File: src/rtl/bus_term_pkg.sv
package bus_term_pkg;

  typedef enum logic [1:0] {
    TGT_CS   = 2'd0,
    TGT_DFLT = 2'd1,
    TGT_DRAM = 2'd2,
    TGT_ALT  = 2'd3
  } tgt_e;

  // Encoding 3 is folded onto default memory.
  function automatic tgt_e norm_kind(tgt_e k);
    return (k == TGT_ALT) ? TGT_DFLT : k;
  endfunction

endpackage

File: src/rtl/bt_ack_sync.sv
module bt_ack_sync #(
  parameter int STAGES = 2
) (
  input  logic clk,
  input  logic rst_n,
  input  logic ata_n,
  output logic ack_q
);

  logic [STAGES-1:0] sh;

  always_ff @(posedge clk) begin
    if (!rst_n) sh <= '1;
    else        sh <= {sh[STAGES-2:0], ata_n};
  end

  assign ack_q = ~sh[STAGES-1];

endmodule

File: src/rtl/bt_wait_timer.sv
module bt_wait_timer #(
  parameter int WS_W = 4
) (
  input  logic            clk,
  input  logic            rst_n,
  input  logic            load,
  input  logic [WS_W-1:0] load_val,
  input  logic            clear,
  output logic            fire
);

  logic [WS_W-1:0] cnt;

  always_ff @(posedge clk) begin
    if (!rst_n)            cnt <= '0;
    else if (load)         cnt <= load_val;
    else if (clear)        cnt <= '0;
    else if (cnt != '0)    cnt <= cnt - WS_W'(1);
  end

  // fire marks the edge after which the acknowledge clock begins
  assign fire = load ? (load_val == '0) : (cnt == WS_W'(1));

  assert_count_down_R6: assert property (@(posedge clk) disable iff (!rst_n)
    (cnt != '0 && !load && !clear) |=> (cnt == $past(cnt) - WS_W'(1)));

endmodule

File: src/rtl/bt_cycle_track.sv
module bt_cycle_track
  import bus_term_pkg::*;
#(
  parameter  int NUM_CS   = 4,
  parameter  int WS_W     = 4,
  localparam int CS_IDX_W = (NUM_CS > 1) ? $clog2(NUM_CS) : 1,
  localparam int NREG     = NUM_CS + 1,
  localparam int RIDX_W   = $clog2(NREG)
) (
  input  logic                 clk,
  input  logic                 rst_n,
  input  logic                 ts_n,
  input  logic                 ext_master,
  input  logic [1:0]           tgt_kind,
  input  logic [CS_IDX_W-1:0]  cs_idx,
  input  logic [NREG*WS_W-1:0] cfg_wait,
  input  logic [NREG-1:0]      cfg_auto,
  input  logic                 ta_n_in,
  input  logic                 ata_q,
  input  logic                 dram_done,
  input  logic                 drive_lo,
  output logic                 start,
  output logic                 open_q,
  output logic [WS_W-1:0]      wait_sel,
  output logic                 auto_now,
  output logic                 ext_dram_now,
  output logic                 done,
  output logic                 err
);

  logic [WS_W-1:0] wait_tab [NREG];
  logic            auto_tab [NREG];

  for (genvar g = 0; g < NREG; g++) begin : g_reg
    assign wait_tab[g] = cfg_wait[g*WS_W +: WS_W];
    assign auto_tab[g] = cfg_auto[g];
  end

  tgt_e             kind_in;
  logic [RIDX_W-1:0] rsel;
  logic             auto_sel;

  assign kind_in  = norm_kind(tgt_e'(tgt_kind));
  assign rsel     = (kind_in == TGT_CS) ? RIDX_W'(cs_idx) : RIDX_W'(NUM_CS);
  assign wait_sel = wait_tab[rsel];
  assign auto_sel = auto_tab[rsel];
  assign start    = ~ts_n;

  logic ext_q, auto_q;
  tgt_e kind_q;

  always_ff @(posedge clk) begin
    if (!rst_n) begin
      open_q <= 1'b0;
      ext_q  <= 1'b0;
      auto_q <= 1'b0;
      kind_q <= TGT_CS;
    end else if (start) begin
      open_q <= 1'b1;
      ext_q  <= ext_master;
      auto_q <= auto_sel;
      kind_q <= kind_in;
    end else if (done) begin
      open_q <= 1'b0;
    end
  end

  logic auto_path_q;
  assign auto_path_q = ext_q && (kind_q != TGT_DRAM) && auto_q;

  always_comb begin
    if (!open_q)                done = 1'b0;
    else if (drive_lo)          done = 1'b1;
    else if (auto_path_q)       done = 1'b0;
    else if (kind_q == TGT_DRAM) done = !ext_q && dram_done;
    else                        done = !ta_n_in || ata_q;
  end

  assign err          = start && open_q && !done;
  assign auto_now     = start ? (ext_master && (kind_in != TGT_DRAM) && auto_sel)
                              : (open_q && auto_path_q);
  assign ext_dram_now = open_q && ext_q && (kind_q == TGT_DRAM);

  assert_dram_ignores_ack_R4: assert property (@(posedge clk) disable iff (!rst_n)
    (open_q && !ext_q && kind_q == TGT_DRAM && !dram_done) |-> !done);

  assert_close_after_done_R3: assert property (@(posedge clk) disable iff (!rst_n)
    (done && ts_n) |=> !open_q);

  assert_err_restarts_R10: assert property (@(posedge clk) disable iff (!rst_n)
    err |=> open_q);

endmodule

File: src/rtl/bus_term_ctrl.sv
module bus_term_ctrl #(
  parameter  int NUM_CS      = 4,
  parameter  int WS_W        = 4,
  parameter  int SYNC_STAGES = 2,
  localparam int CS_IDX_W    = (NUM_CS > 1) ? $clog2(NUM_CS) : 1,
  localparam int NREG        = NUM_CS + 1
) (
  input  logic                 clk,
  input  logic                 rst_n,
  input  logic                 ts_n,
  input  logic                 ext_master,
  input  logic [1:0]           tgt_kind,
  input  logic [CS_IDX_W-1:0]  cs_idx,
  input  logic [NREG*WS_W-1:0] cfg_wait,
  input  logic [NREG-1:0]      cfg_auto,
  input  logic                 ta_n_in,
  input  logic                 ata_n,
  input  logic                 dram_done,
  output logic                 ta_n_out,
  output logic                 ta_oe,
  output logic                 cyc_busy,
  output logic                 cyc_done,
  output logic                 proto_err
);

  logic ata_q, start, open_q, auto_now, ext_dram_now, done, err, fire;
  logic drive_lo, drive_hi;
  logic [WS_W-1:0] wait_sel;

  bt_ack_sync #(.STAGES(SYNC_STAGES)) u_sync (
    .clk   (clk),
    .rst_n (rst_n),
    .ata_n (ata_n),
    .ack_q (ata_q)
  );

  bt_cycle_track #(.NUM_CS(NUM_CS), .WS_W(WS_W)) u_track (
    .clk          (clk),
    .rst_n        (rst_n),
    .ts_n         (ts_n),
    .ext_master   (ext_master),
    .tgt_kind     (tgt_kind),
    .cs_idx       (cs_idx),
    .cfg_wait     (cfg_wait),
    .cfg_auto     (cfg_auto),
    .ta_n_in      (ta_n_in),
    .ata_q        (ata_q),
    .dram_done    (dram_done),
    .drive_lo     (drive_lo),
    .start        (start),
    .open_q       (open_q),
    .wait_sel     (wait_sel),
    .auto_now     (auto_now),
    .ext_dram_now (ext_dram_now),
    .done         (done),
    .err          (err)
  );

  bt_wait_timer #(.WS_W(WS_W)) u_timer (
    .clk      (clk),
    .rst_n    (rst_n),
    .load     (start),
    .load_val (wait_sel),
    .clear    (done),
    .fire     (fire)
  );

  // Pin driver: a low clock, then one high clock, then release.
  logic lo_next;
  always_comb begin
    if (start)                lo_next = auto_now && fire;
    else if (open_q && !done) lo_next = (auto_now && fire) || (ext_dram_now && dram_done);
    else                      lo_next = 1'b0;
  end

  always_ff @(posedge clk) begin
    if (!rst_n) begin
      drive_lo <= 1'b0;
      drive_hi <= 1'b0;
    end else begin
      drive_lo <= lo_next;
      drive_hi <= drive_lo;
    end
  end

  assign ta_oe     = drive_lo | drive_hi;
  assign ta_n_out  = ~drive_lo;
  assign cyc_busy  = open_q;
  assign cyc_done  = done;
  assign proto_err = err;

  assert_high_one_clock_R7: assert property (@(posedge clk) disable iff (!rst_n)
    (ta_oe && ta_n_out) |=> !(ta_oe && ta_n_out));

  assert_low_ends_cycle_R6: assert property (@(posedge clk) disable iff (!rst_n)
    !ta_n_out |-> (ta_oe && cyc_busy && cyc_done));

endmodule

File: config.mk
export PLATFORM = sky130hd
export DESIGN_NAME = bus_term_ctrl
export DESIGN_NICKNAME = d
export VERILOG_FILES = /design/src/rtl/bus_term_pkg.sv /design/src/rtl/bt_ack_sync.sv /design/src/rtl/bt_wait_timer.sv /design/src/rtl/bt_cycle_track.sv /design/src/rtl/bus_term_ctrl.sv
export SDC_FILE = /design/constraint.sdc
export NUM_CORES = 1
export LEC_CHECK = 0
export CORE_MARGIN = 3
export CORE_UTILIZATION = 51
export DETAILED_ROUTE_END_ITERATION = 8
export DONT_BUFFER_PORTS = 1
export GPL_ROUTABILITY_DRIVEN = 0
export GPL_TIMING_DRIVEN = 0
export PLACE_DENSITY = 0.77
export SETUP_SLACK_MARGIN = 0.05
export SLEW_MARGIN = 20
export SYNTH_ARGS = -nofsm -noshare
export SYNTH_HDL_FRONTEND = slang
export SYNTH_SLANG_ARGS = --single-unit
File: constraint.sdc
create_clock -name clk -period 2 [get_ports clk]
set_input_delay 0.4 -clock clk [delete_from_list [all_inputs] [get_ports clk]]
set_output_delay 0.4 -clock clk [all_outputs]
set_load 0.005 [all_outputs]
==> results of run 1 <==
-- sequential cells by signal (all words and copies together), names as in the netlist --
register / flops
u_track.ext_q: 1
u_track.kind_q: 2
drive_lo: 1
u_sync.sh: 2
u_timer.cnt: 4
u_track.open_q: 1
u_track.auto_q: 1
drive_hi: 1
-- power by group --
| part | internal, mW | switching, mW |
|---|---|---|
| Clock | 0.0772 | 0.0846 |
| Combinational | 0.0819 | 0.0736 |
| Sequential | 0.275 | 0.0146 |
-- metrics by stage --
stage	util, %	area, um2	std cells	hold WS (ps)
2_1_floorplan	-	905	103	386
3_3_place_gp	58.6	935	127	389
3_5_place_dp	58.6	935	127	397
4_1_cts	60.3	961	131	193
5_1_grt	61.5	980	132	193
6_report	61.5	980	132	197
-- Yosys cell counts --
library cell,count
a21oi_1,6
buf_2,1
a41oi_1,1
nand2_1,4
a222oi_1,3
inv_1,6
a221oi_1,1
a21boi_1,1
nor2_1,11
nand2b_1,3
ha_1,2
a31oi_1,1
or2_1,5
nor3b_1,4
o211ai_1,5
mux2_2,6
nand4_1,1
xnor2_1,1
a311oi_2,1
o21a_1,1
dfxtp_1,13
mux2_1,2
nand3b_1,1
mux2_4,2
or2_2,1
o21ai_0,1
mux4_2,1
and4bb_1,1
buf_6,1
nor4bb_1,1
nor3_1,3
nand3_1,3
mux2i_1,4
nor2b_1,2
clkbuf_1,3
-- cell type report --
| class | instances | share of cell area [%] |
|---|---|---|
| multi-input cells | 79 | 61.8 |
| inverters | 6 | 2.30 |
| clock buffers | 4 | 2.68 |
| flip-flops and latches | 13 | 26.6 |
| well taps | 24 | 3.07 |
| repair buffers | 1 | 0.766 |
| plain buffers | 5 | 2.81 |
-- timing repair --
item,in CTS,in global routing
buffers inserted,0,1
gates resized for setup,0,1
setup endpoints to repair,0,1
-- metal layers --
metal,GRT usage (%),vias up,routed length (um)
met3,6.27,0,83
met2,30.9,17,1080
li1,-,391,-
met4,1.08,0,0
met5,0,-,0
met1,20.0,375,811
-- worst max-delay path, stage by stage, from the launching register on --
cell and delay (ps):
dfxtp_1 400, nand2_1 110, a311oi_4 390, nand2_1 110
nor2_1 170
-- final timing paths --
check	start	end	slack, ps	cells past startpoint
worst max register to register	u_track.kind_q[1]$_SDFFE_PN0N_	drive_lo$_SDFF_PN0_	370	5
worst min register to register	u_sync.sh[0]$_SDFF_PN1_	u_sync.sh[1]$_SDFF_PN1_	410	1
worst max-delay path	u_track.ext_q$_SDFFE_PN0N_	proto_err	150	4
worst min-delay path	rst_n	u_sync.sh[1]$_SDFF_PN1_	200	1
-- kinds of logic after synthesis --
family,synth area share [%]
muxes,20.2
xor gates and xnor gates,0.968
AOI/OAI and AO/OA,17.3
DFF,28.8
and+or+nand+nor,24.5
adders and majority gates,2.77
buffers and inverters,5.53
==> results.md, run 1 <==
- Cell taking the most area after synthesis: dfxtp_1
- Cts bufs inserted: 3
- CP Launch Type: flip-flop
- Die Wd: approximately 48 um
- Arr. time, crit path: about 1500 ps
- Clock transition at path regs: 80 ps
- Final WS setup: 153 ps
- Initial Utilization: 56.8%
- Worst EP required: between 1500 and 2000 ps
- Synth Net Count: 141
- Slew headroom: between 60% and 70%
- Dpl hpwl: 1.61 mm
- Die area: 2320 um2
- H-Tree Depth: 1
- Final Setup Violations: 0
- Commonest cells after routing, fill and taps aside: dfxtp_1 (13), nor2_1 (11), inv_1 (6), a21oi_1 (6), mux2_2 (6)
- # IOs: 41
- Total Wirelength: 1.98 mm
- Clk buf depth: 2
- Root buffer cell: clkbuf_4
- Clock latency on the worst-skew pair: 270 ps
- Pre-CTS WS: between 200 and 250 ps
- Antenna violations before repair: 0
- Distinct cells, synth: 35
- Final Hold Fails: 0
- Crit end category: output pin
- Sequential share of the synthesized area: 28.8%
- Fmax: between 500 and 600 MHz
- Final #Nets: between 100 and 150
- Pwr per Cell Area: between 600 and 700 nW/um2
- Remaining DRCs: 0
- Peak VDD IR: between 600 and 700 uV
- Final Skew: between 3 and 4 ps
- Most common cell after layout, fill and taps aside: dfxtp_1
- Core region area: roughly 1600 um2
- Outcome: finished clean
- DRT iter0 DRCs: 23
- Lkg Pwr: between 0.3 and 0.4 nW
- # diodes: 0
- Pins Over Slew Limit: 0
- Final period util: slightly above 90%
- FF+latch area: approximately 260 um2
- Drt pass-1 iters: 4
- Max-cap violations: 0
- Hold Buf Count CTS: 0
- Syn_area_per_cell: 8.78 um2
- Sink Count: 13
- Worst-path fanout max: 5
- Chip height: between 40 and 50 um
- Final ANT Viol Nets: 0
- Total track usage: 17.0%
- Vias in the first global route: slightly below 700
- Area Growth Syn to Fin: 8.30%
- Filler instances: 143
- Mapped Area: just over 900 um2
- RSZ-0062 raised after global routing: no
- Hold Crit Class: primary input to flip-flop
- Post-synth top area share: ~29%
- WL/cell: about 15 um
- Worst slew pin tran: 509 ps
- Area contributors post-synth: dfxtp_1 (29%), mux2_2 (7.5%), nor2_1 (4.6%)
- Design Power: a little over 0.6 mW
- Yosys reg bits: 13
- Final Critical Period: between 1500 and 2000 ps
- GR Overflow Total: 0
- Largest net degree at the start of global routing: 11
- Multi-input logic area: ~610 um2
- Ratio of cells with drive above 1 in the final layout: roughly 16%
- Synth warnings: 0
- # port buffers: 0
- CP Class: flip-flop to output pin
- CTS tree: done
- Synthesized instance count: just over 100
- Core Rows: 14
- Vias/cell: 5.93
- First-pass GRT wire length: about 2.8 mm
- Sum of negative setup slack: 0 ps
- Routed via count: roughly 780
No activity file was read; power rests on OpenSTA's default activity.
==> run 2: changes to the inputs <==
- PLACE_DENSITY: 0.77 -> 0.8
- clock period: 2 -> 1.6 ns (I/O delays scaled with it)
==> run 2 against run 1 <==
Critical endpoint unchanged. Largest cell class unchanged. Non-clock buffer count increased by 5. Hold slack got worse by 83 ps. Routed wire length increased by 6.1%. Final area increased by 8.8%. Critical path depth unchanged. Global-route usage increased by 4.1 points. Clock power increased by 25%. Final cell count increased by 3.8%. Flip-flop and latch count unchanged. The flow now finishes with violations (negative setup slack). Sequential power increased by 26%. Die area unchanged. Register-to-register slack got worse by 370 ps.
==> results.md, run 2 (same netlist as run 1, synthesis figures left out) <==
- Outcome: complete, but fails checks
- Violated checks: negative setup slack
- Total Wirelength: between 2 and 2.5 mm
- Initial Utilization: between 50% and 60%
- Biggest regs: u_timer.cnt: 4 flops, u_sync.sh: 2 flops, u_track.kind_q: 2 flops
- # IOs: 41
- CTS tree: done
- Final #Nets: around 150
- Routed via count: between 700 and 800
- Reg2Reg Capture Point: u_timer.cnt[0]$_SDFFE_PN0P_
- Final hold slack: 114 ps
- H-Tree Depth: 1
- Pwr per Cell Area: between 700 and 800 nW/um2
- Largest net degree at the start of global routing: 11
- Final Critical Period: 1640 ps
- Worst R2R Start: u_track.kind_q[0]$_SDFFE_PN0N_
- Clock latency on the worst-skew pair: between 200 and 300 ps
- Ratio of cells with drive above 1 in the final layout: 28.3%
- Crit end category: output pin
- Largest register FFs: 4
- Remaining DRCs: 0
- Final Hold Fails: 0
- Area Growth Syn to Fin: 17.8%
- Max-cap violations: 0
- WL/cell: about 15 um
- First-pass GRT wire length: 3.31 mm
- Arr. time, crit path: around 1300 ps
- Final WS setup: -37.7 ps
- Max incr delay on CP: 350 ps
- Pins Over Slew Limit: 0
- Sink Count: 13
- Worst slew pin tran: roughly 480 ps
- # port buffers: 0
- Sum of negative setup slack: -37.7 ps
- Core Rows: 14
- CP Launch Type: flip-flop
- Final ANT Viol Nets: 0
- CP Class: flip-flop to output pin
- Vias/cell: 5.82
- Peak VDD IR: 460 uV
- # diodes: 0
- Worst EP required: between 1000 and 1500 ps
- Hold Crit Class: primary input to flip-flop
- DRT iter0 DRCs: 15
- Final Setup Violations: 1
- Final period util: 102%
- Worst hold path cell count: 1
- Clk buf depth: 2
- Worst hold start: rst_n
- Core region area: 1590 um2
- Filler instances: between 100 and 150
- Worst path cell trace: nand2b_4, a311oi_4, nand2_1, nor2_2
- Dpl hpwl: approximately 1.6 mm
- Drt pass-1 iters: 4
- Lkg Pwr: about 0.39 nW
- Largest Register: u_timer.cnt
- Final Skew: approximately 8.4 ps
- Commonest cells after routing, fill and taps aside: nor2_1 (10), dfxtp_1 (9)
- Fmax: 611 MHz
- Die Wd: between 40 and 50 um
- Worst-path fanout max: 4
- GR Overflow Total: 0
- RSZ-0062 raised after global routing: yes
- Slew headroom: 67.9%
- Chip height: between 40 and 50 um
- Multi-input logic area: 647 um2
- Most common cell after layout, fill and taps aside: nor2_1
- Cts bufs inserted: 3
- Total track usage: between 20% and 30%
- Slowest-stage cell, CP: dfxtp_2
- Hold Path End: u_sync.sh[1]$_SDFF_PN1_
- FF+latch area: between 200 and 300 um2
- R2R setup slack: 0 ps
- Root buffer cell: clkbuf_4
- Vias in the first global route: 780
- Die area: about 2300 um2
- Clock transition at path regs: around 70 ps
- Antenna violations before repair: 0
- Worst Reg-to-Reg Cells: 7
run 2: cell types whose count changed in the layout (fill, tap and decap cells not counted), sizes merged:
cell | before | now
buf | 3 | 8
run 2: worst max path at each step:
| stage | startpoint | slack (ps) | cells past startpoint | end |
|---|---|---|---|---|
| after floorplan | tgt_kind[0] | 90 | 5 | drive_lo$_SDFF_PN0_ |
| after global placement | tgt_kind[0] | -90 | 5 | drive_lo$_SDFF_PN0_ |
| after detailed placement | tgt_kind[0] | -110 | 5 | drive_lo$_SDFF_PN0_ |
| after CTS | u_track.kind_q[1]$_SDFFE_PN0N_ | -20 | 4 | proto_err |
| after global routing | u_track.kind_q[0]$_SDFFE_PN0N_ | -100 | 4 | proto_err |
| final | u_track.kind_q[0]$_SDFFE_PN0N_ | -40 | 4 | proto_err |
run 2: cell type report:
class | count | area share, %
timing repair buffer | 6 | 4.23
buffer | 5 | 2.58
clock buffer | 4 | 2.46
inverter | 6 | 2.11
multi-input combinational | 79 | 60.7
sequential | 13 | 25.1
tap | 24 | 2.82
run 2: per-layer routing:
layer  routed length (um)  vias up  GRT usage, %
met5                    0        -             0
met4                   68        0          9.68
met3                   98       11          7.75
met2                 1170       16          36.7
met1                  761      369          22.6
li1                     -      401             -
run 2: through the flow:
step | cell area, um2 | util (%) | cells | power (mW) | worst slack (ps)
detailed placement | 935 | 58.6 | 127 | 0.554 | -105
CTS | 1050 | 65.9 | 136 | 0.777 | -23.2
global placement | 935 | 58.6 | 127 | 0.547 | -87.3
global route | 1070 | 66.9 | 137 | 0.837 | -97.2
floorplan | 905 | - | 103 | 0.524 | 90.5
finish | 1070 | 66.9 | 137 | 0.789 | -37.7
run 2: timing repair:
| item | in CTS | in global routing |
|---|---|---|
| setup buffers | 5 | 1 |
| resized for setup | 12 | 2 |
| pin swaps | 4 | 2 |
| endpoints found under the setup margin | 3 | 3 |
| hold buffers | 0 | 0 |
run 2: critical path, delay by kind of cell (launching register included):
| kind | cells | cell delay [ps] |
|---|---|---|
| simple gates | 3 | 370 |
| flops | 1 | 350 |
| compound gates | 1 | 310 |
run 2: power breakdown:
part	internal, mW	switching, mW
sequential	0.344	0.0219
combinational	0.123	0.0975
clock	0.0970	0.105
